`config.mk`:
```
export PLATFORM = sky130hd
export DESIGN_NAME = wiper_stepper_top
export DESIGN_NICKNAME = d
export VERILOG_FILES = /design/src/rtl/wiper_pkg.sv /design/src/rtl/wiper_mode_ctrl.sv /design/src/rtl/wiper_counter.sv /design/src/rtl/tap_onehot_decoder.sv /design/src/rtl/wiper_stepper_top.sv
export SDC_FILE = /design/constraint.sdc
export NUM_CORES = 1
export LEC_CHECK = 0
export ABC_AREA = 1
export BUFFER_PORTS_ARGS = -buffer_cell sky130_fd_sc_hd__buf_2
export CELL_PAD_IN_SITES_DETAIL_PLACEMENT = 1
export CELL_PAD_IN_SITES_GLOBAL_PLACEMENT = 2
export CORE_MARGIN = 5
export CORE_UTILIZATION = 15
export DETAILED_ROUTE_END_ITERATION = 12
export GPL_TIMING_DRIVEN = 0
export PLACE_DENSITY = 0.76
export SLEW_MARGIN = 40
export SYNTH_ARGS = -nofsm -noshare
export SYNTH_HDL_FRONTEND = slang
export SYNTH_SLANG_ARGS = --single-unit
```
`constraint.sdc`:
```
create_clock -name clk -period 1.66 [get_ports clk]
set_input_delay 0.166 -clock clk [delete_from_list [all_inputs] [get_ports clk]]
set_output_delay 0.166 -clock clk [all_outputs]
set_load 0.02 [all_outputs]
```
`src/rtl/wiper_pkg.sv`:
```
package wiper_pkg;

    typedef enum logic [1:0] {
        STEP_NONE = 2'd0,
        STEP_UP   = 2'd1,
        STEP_DOWN = 2'd2
    } step_e;

endpackage

```
`src/rtl/wiper_mode_ctrl.sv`:
```
module wiper_mode_ctrl
    import wiper_pkg::*;
(
    input  logic  clk,
    input  logic  rst_n,
    input  logic  scl_rise,
    input  logic  sda_lvl,
    input  logic  start_cond,
    input  logic  stop_cond,
    input  logic  mode_enter,
    output logic  active_o,
    output step_e step_o
);

    typedef struct packed {
        logic active;
    } mode_t;

    mode_t st_d, st_q;
    logic  exit_req;

    always_comb begin
        exit_req  = start_cond | stop_cond;
        st_d      = st_q;
        if (exit_req) begin
            st_d.active = 1'b0;
        end else if (mode_enter) begin
            st_d.active = 1'b1;
        end
        step_o = STEP_NONE;
        if (st_q.active && scl_rise && !exit_req) begin
            step_o = sda_lvl ? STEP_UP : STEP_DOWN;
        end
    end

    always_ff @(posedge clk or negedge rst_n) begin
        if (!rst_n) begin
            st_q <= '0;
        end else begin
            st_q <= st_d;
        end
    end

    assign active_o = st_q.active;

    assert_exit_clears_R7: assert property (@(posedge clk) disable iff (!rst_n)
        (start_cond || stop_cond) |=> !active_o);

    assert_enter_sets_R2: assert property (@(posedge clk) disable iff (!rst_n)
        (mode_enter && !start_cond && !stop_cond) |=> active_o);

    assert_idle_no_step_R10: assert property (@(posedge clk) disable iff (!rst_n)
        !active_o |-> (step_o == STEP_NONE));

endmodule

```
`src/rtl/wiper_counter.sv`:
```
module wiper_counter
    import wiper_pkg::*;
#(
    parameter int              POS_W     = 6,
    parameter logic [POS_W-1:0] RESET_POS = '0
) (
    input  logic             clk,
    input  logic             rst_n,
    input  step_e            step_i,
    input  logic             load_en,
    input  logic [POS_W-1:0] load_val,
    output logic [POS_W-1:0] pos_o
);

    localparam logic [POS_W-1:0] MAX_POS = '1;
    localparam logic [POS_W-1:0] MIN_POS = '0;

    typedef struct packed {
        logic [POS_W-1:0] pos;
    } cnt_t;

    cnt_t st_d, st_q;

    always_comb begin
        st_d = st_q;
        if (load_en) begin
            st_d.pos = load_val;
        end else begin
            unique case (step_i)
                STEP_UP:   if (st_q.pos != MAX_POS) st_d.pos = st_q.pos + 1'b1;
                STEP_DOWN: if (st_q.pos != MIN_POS) st_d.pos = st_q.pos - 1'b1;
                default:   st_d.pos = st_q.pos;
            endcase
        end
    end

    always_ff @(posedge clk or negedge rst_n) begin
        if (!rst_n) begin
            st_q.pos <= RESET_POS;
        end else begin
            st_q <= st_d;
        end
    end

    assign pos_o = st_q.pos;

    assert_load_wins_R8: assert property (@(posedge clk) disable iff (!rst_n)
        load_en |=> (pos_o == $past(load_val)));

    assert_step_up_R3: assert property (@(posedge clk) disable iff (!rst_n)
        (!load_en && step_i == STEP_UP && pos_o != MAX_POS) |=> (pos_o == $past(pos_o) + 1'b1));

    assert_step_down_R4: assert property (@(posedge clk) disable iff (!rst_n)
        (!load_en && step_i == STEP_DOWN && pos_o != MIN_POS) |=> (pos_o == $past(pos_o) - 1'b1));

    assert_top_clamp_R5: assert property (@(posedge clk) disable iff (!rst_n)
        (!load_en && step_i == STEP_UP && pos_o == MAX_POS) |=> (pos_o == MAX_POS));

    assert_bottom_clamp_R6: assert property (@(posedge clk) disable iff (!rst_n)
        (!load_en && step_i == STEP_DOWN && pos_o == MIN_POS) |=> (pos_o == MIN_POS));

    assert_hold_R10: assert property (@(posedge clk) disable iff (!rst_n)
        (!load_en && step_i == STEP_NONE) |=> $stable(pos_o));

endmodule

```
`src/rtl/tap_onehot_decoder.sv`:
```
module tap_onehot_decoder #(
    parameter int POS_W = 6,
    localparam int TAPS = 1 << POS_W
) (
    input  logic             clk,
    input  logic             rst_n,
    input  logic [POS_W-1:0] pos_i,
    output logic [TAPS-1:0]  tap_o
);

    for (genvar i = 0; i < TAPS; i++) begin : g_tap
        localparam logic [POS_W-1:0] IDX = i[POS_W-1:0];
        assign tap_o[i] = (pos_i == IDX);
    end

    assert_single_tap_R9: assert property (@(posedge clk) disable iff (!rst_n)
        $countones(tap_o) == 1);

    assert_tap_matches_R9: assert property (@(posedge clk) disable iff (!rst_n)
        tap_o[pos_i] == 1'b1);

endmodule

```
`src/rtl/wiper_stepper_top.sv`:
```
module wiper_stepper_top
    import wiper_pkg::*;
#(
    parameter int               POS_W     = 6,
    parameter logic [POS_W-1:0] RESET_POS = '0,
    localparam int              TAPS      = 1 << POS_W
) (
    input  logic             clk,
    input  logic             rst_n,
    input  logic             scl_rise,
    input  logic             sda_lvl,
    input  logic             start_cond,
    input  logic             stop_cond,
    input  logic             mode_enter,
    input  logic             load_en,
    input  logic [POS_W-1:0] load_val,
    output logic [POS_W-1:0] wiper_pos,
    output logic [TAPS-1:0]  tap_sel,
    output logic             mode_active
);

    step_e step_w;

    wiper_mode_ctrl u_mode (
        .clk        (clk),
        .rst_n      (rst_n),
        .scl_rise   (scl_rise),
        .sda_lvl    (sda_lvl),
        .start_cond (start_cond),
        .stop_cond  (stop_cond),
        .mode_enter (mode_enter),
        .active_o   (mode_active),
        .step_o     (step_w)
    );

    wiper_counter #(
        .POS_W     (POS_W),
        .RESET_POS (RESET_POS)
    ) u_cnt (
        .clk      (clk),
        .rst_n    (rst_n),
        .step_i   (step_w),
        .load_en  (load_en),
        .load_val (load_val),
        .pos_o    (wiper_pos)
    );

    tap_onehot_decoder #(
        .POS_W (POS_W)
    ) u_dec (
        .clk   (clk),
        .rst_n (rst_n),
        .pos_i (wiper_pos),
        .tap_o (tap_sel)
    );

endmodule

```
; Yosys cells after proc, flatten, opt, wreduce, memory -nomap -nowiden
; Index checks and enable logic that the tools add are counted.
[totals]
elab_cells = 89
out_inout_bits = 71
regBits = 7
input_bits = 14
[op_classes]
n_addsub = 2
bitwise = 1
n_reduce_logical = 8
eq_ne = 68
n_mux = 8
[op_table]
columns = op, count
row1 = == test 6 bit (second input constant), 32
row2 = == test 6 x 5 -> 1 bit (second input constant), 16
row3 = == test 6 x 4 -> 1 bit (second input constant), 8
row4 = == test 6 x 3 -> 1 bit (second input constant), 4
row5 = two-way mux 6 bit, 3
row6 = == test 6 x 2 -> 1 bit (second input constant), 2
row7 = case mux 6 bit (2 select lines), 1
row8 = adder 6 x 1 -> 6 bit (second input constant), 1
row9 = == test 6 x 1 -> 1 bit (second input constant), 1
row10 = zero test 6 bit, 1
row11 = inequality test 3 x 2 -> 1 bit (second input constant), 2
row12 = inequality test 6 bit (second input constant), 1
row13 = nonzero test 6 bit, 1
row14 = subtractor 6 x 1 -> 6 bit (second input constant), 1
row15 = two-way mux 2 bit, 2
row16 = AND reduction 3 bit, 1
row17 = nonzero test 3 bit, 1
row18 = == test 2 x 1 -> 1 bit (second input constant), 1
row19 = == test 2 bit (second input constant), 1
row20 = logical AND 1 bit, 2
row21 = two-way mux 1 bit, 2
row22 = nonzero test 2 bit, 1
row23 = zero test 1 bit, 1
row24 = bitwise OR 1 bit, 1

; Depth between registers and ports, before layout
[logic_depth]
ltp_word = 7
mapped_depth = 9
mapped_depth_nobuf = 9

; Hierarchy
; Synthesis repeated with hierarchy kept, for this count alone.
[unflattened]
cells_unflattened = 202
area_unflattened_um2 = 1079.8
[modules_own_cells]
columns = mod, cells_each, seq_area_each_um2, n_inst, area_each_um2
row1 = wiper_counter, 89, 150.1, 1, 605.6
row2 = tap_onehot_decoder, 104, 0.0, 1, 412.9
row3 = wiper_mode_ctrl, 9, 25.0, 1, 61.3

; Least setup slack after synthesis
; Ideal clock, no wire load.
[synth_path]
kind = flip-flop to flip-flop
start = reg u_cnt.st_q (netlist bit u_cnt.pos_o[1])
end = reg u_cnt.st_q (netlist bit u_cnt.pos_o[2])
path_stages_with_launch = 9
arrival_ns = 1.578
synth_period_minus_slack_ns = 1.695
slack_ns = -0.035
cell_sequence = dfrtp_1 -> ha_1 -> nand3_4 -> nor2_4 -> nor2_2 -> nor2_4 -> nand2_4 -> nand3_1 -> nand2_1
[synth_between]
elab_chain_cells = 4
[synth_lines]
columns = item, line_no
row1 = from (decl), wiper_counter.sv:22  ; cnt_t st_d, st_q;
row2 = from (signal assigned), wiper_counter.sv:41  ; st_q <= st_d;
row3 = subtractor 6 x 1 -> 6 bit or adder 6 x 1 -> 6 bit (tied branches), "wiper_counter.sv:31, wiper_counter.sv:30"
row4 = "two-way mux 6 bit, on equally long branches", "wiper_counter.sv:31, wiper_counter.sv:30"
row5 = case mux 6 bit (2 select lines), wiper_counter.sv:29  ; unique case (step_i)
row6 = two-way mux 6 bit, wiper_counter.sv:26  ; if (load_en) begin
; Parallel ways exist; a longest one is shown, timed or not. The select of a mux whose other input is x is not followed.
; A chain may end at the register's enable or synchronous reset.

; Worst setup path after layout
[layout_path]
start = reg u_cnt.st_q (netlist bit u_cnt.pos_o[0])
end = out tap_sel[32]
[layout_between]
elab_chain_cells = 1
[layout_lines]
columns = item, line_no
row1 = == test 6 bit, tap_onehot_decoder.sv:13  ; assign tap_o[i] = (pos_i == IDX);
row2 = to (decl), wiper_stepper_top.sv:18  ; output logic [TAPS-1:0] tap_sel,
; Every way passes these cells.

==> results_dict.tcl <==
set metrics [dict create \
    setup_viol 0 \
    worstMarginPinSlew_ns 0.264 \
    max_cap_violations 0 \
    yosys_warnings 0 \
    pin_count 85 \
    detail_route.vias_per_cell 4.06 \
    grt_pass1_vias 1630 \
    antenna_left 0 \
    antennaDiodeCount 0 \
    clock_latency_ns 0.22 \
    first_pass_iters 4 \
    finalHoldViolations 0 \
    required_ns 1.49 \
    crit_path_max_fanout 4 \
    grt_max_degree 11 \
    die_area_um2 8950 \
    die_h_um 94.6 \
    netlist_instances 199 \
    max-vdd-ir-drop_v 0.000179 \
    die_x_um 94.6 \
    row_count 30 \
    drc 0 \
    synth_nets 218 \
    hp-class "in -> reg" \
    cts_tree "built" \
    nNetsFinal 329 \
    path_clk_slew_ns 0.04 \
    worst_hold_slack_ns 0.151 \
    yosysUniqueCellTypes 27 \
    grt_use_total_pct 11.3 \
    final_layout_size_suffix_gt1_share_pct 56.0 \
    status "completed" \
    dp_hpwl_um 4170 \
    tns_ns 0 \
    syn_area_um2 1070 \
    cp-end-kind "output pin" \
    cp.arrival_ns 1.47 \
    numPortBuffers 84 \
    htree_levels 1 \
    p_per_area_nw_per_um2 638 \
    critPathLaunchType "flop" \
    relSlewSlack_pct 82.4 \
    drtIter0Drc 53 \
    min_period_ns 1.63 \
    wl_per_cell_um 13.3 \
    leakagePower_nw 1.12 \
    place_congestion 0.775 \
    grt-ovfl-total 0 \
    postPlaceCellArea_um2 1620 \
    cts_buffers 3 \
    ys_seq_area_share_pct 16.3 \
    area_growth_pct 97.9 \
    vias 1645 \
    final_cell_area_um2 2120 \
    ctsLongestPathBuffers 2 \
    clock-root-buffer "clkbuf_8" \
    grt_pass1_wl_um 8260 \
    fin_skew_ns 0.000234 \
    post-route-period-util_pct 98.4 \
    fmax_mhz 612 \
    core_area_um2 6870 \
    synth_area_per_cell_um2 5.39 \
    antenna_found_initial 0 \
    critPathKind "reg -> out" \
    clock-sinks 7 \
    ys_ff_latch 7 \
    finalCoreUtilization_pct 30.9 \
    start_util_pct 15.6 \
    fill_cells 899 \
    wirelength_um 5380 \
    slew_viol_final 0 \
    rsz0062_at_grt "true" \
]
report_power, final:
group	switching, W	internal, W	total, W
registers	0.0000512	0.000197	0.000248
clock network	0.0000670	0.000166	0.000233
logic	0.000520	0.000356	0.000875
total	0.000638	0.000719	0.00136
cell usage after synthesis (all sizes together):
master / instances / area share [%]
dfrtp: 7 / 16
o21ai: 4 / 1.9
nand2: 53 / 20
ha: 5 / 5.8
o211ai: 1 / 0.70
nand4: 2 / 1.2
clkinv: 1 / 0.82
nor2: 74 / 28
inv: 15 / 5.2
nand3b: 1 / 1.0
a21oi: 1 / 0.47
buf: 6 / 3.6
or2: 3 / 1.7
nor3b: 1 / 0.70
clkbuf: 1 / 0.35
nand3: 22 / 11
o21a: 1 / 0.70
xnor2: 1 / 0.82
cells in the final DEF (no fill, tap or decap), drive strengths merged, types with 2 or more instances in the layout:
| cell | instances |
|---|---|
| dfrtp | 7 |
| o21ai | 4 |
| nor2 | 74 |
| clkbuf | 5 |
| inv | 14 |
| nand3 | 22 |
| ha | 5 |
| nand2 | 53 |
| or2 | 3 |
| nand4 | 2 |
| buf | 111 |
metrics by stage:
step	cells	power (W)	setup slack, ns
final	405	0.00136	0.0273
after global routing	405	0.00147	-0.0416
after CTS	391	0.00119	-0.0182
after detailed placement	379	0.000851	-0.234
after global placement	379	0.000845	-0.245
after floorplan	199	0.000638	0.00568
logic make-up (layout without fill, tap and decap cells):
family | count (synthesis) | after routing | share of synthesized area (%)
xor+xnor | 1 | 1 | 0.816
buf+inv | 23 | 133 | 10.0
simple gates | 156 | 156 | 63.3
flops | 7 | 7 | 16.3
compound gates | 7 | 7 | 3.73
fa+ha+maj | 5 | 5 | 5.83
critical path, stage by stage, from the launching register on:
cell     delay [ns]
dfrtp_2        0.44
inv_4          0.10
ha_4           0.16
nor3b_4        0.22
inv_2          0.08
nor2_1         0.09
buf_4          0.15
sequential cells by signal, summed over array words and instances (netlist names):
name,flops
u_mode.active_o,1
u_cnt.pos_o,6
repair_timing:
item | CTS | global route
pin swaps | 1 | 6
endpoints found under the hold margin | 7 | 0
hold buffers | 1 | 0
buffers inserted | 7 | 14
endpoints found under the setup margin | 70 | 65
gates resized for setup | 32 | 63
layout make-up:
cell class / instances / area, µm² / share of cell area, %
inverter: 16 / 73.8 / 3.47
sequential: 7 / 181 / 8.54
buffer: 7 / 78.8 / 3.71
timing repair buffer: 106 / 663 / 31.2
clock buffer: 4 / 45.0 / 2.12
tap: 96 / 120 / 5.65
multi-input combinational: 169 / 962 / 45.3
worst paths after layout:
check | from | end | slack (ns) | cells past startpoint
worst max-delay path | u_cnt.pos_o[0]$_DFFE_PN0P_ | tap_sel[32] | 0.03 | 6
worst min-delay path | mode_enter | u_mode.active_o$_DFFE_PN0P_ | 0.15 | 2
worst max register to register | u_cnt.pos_o[1]$_DFFE_PN0P_ | u_cnt.pos_o[3]$_DFFE_PN0P_ | 0.11 | 10
worst min register to register | u_mode.active_o$_DFFE_PN0P_ | u_mode.active_o$_DFFE_PN0P_ | 0.51 | 1
max in group asynchronous | rst_n | u_cnt.pos_o[5]$_DFFE_PN0P_ | 1.17 | 2
min in group asynchronous | rst_n | u_mode.active_o$_DFFE_PN0P_ | 0.32 | 2
routing by layer:
metal  GRT usage, %  up-vias  share of wire, %  wire length [µm]
li1               -      838                 -                 -
met4           1.80        0              0.39                21
met5              0        -                 0                 0
met2           20.5       49                50              2680
met1           14.3      756                43              2330
met3           1.75        2               6.5               349
Note: power is estimated with default switching activity, not from simulation.
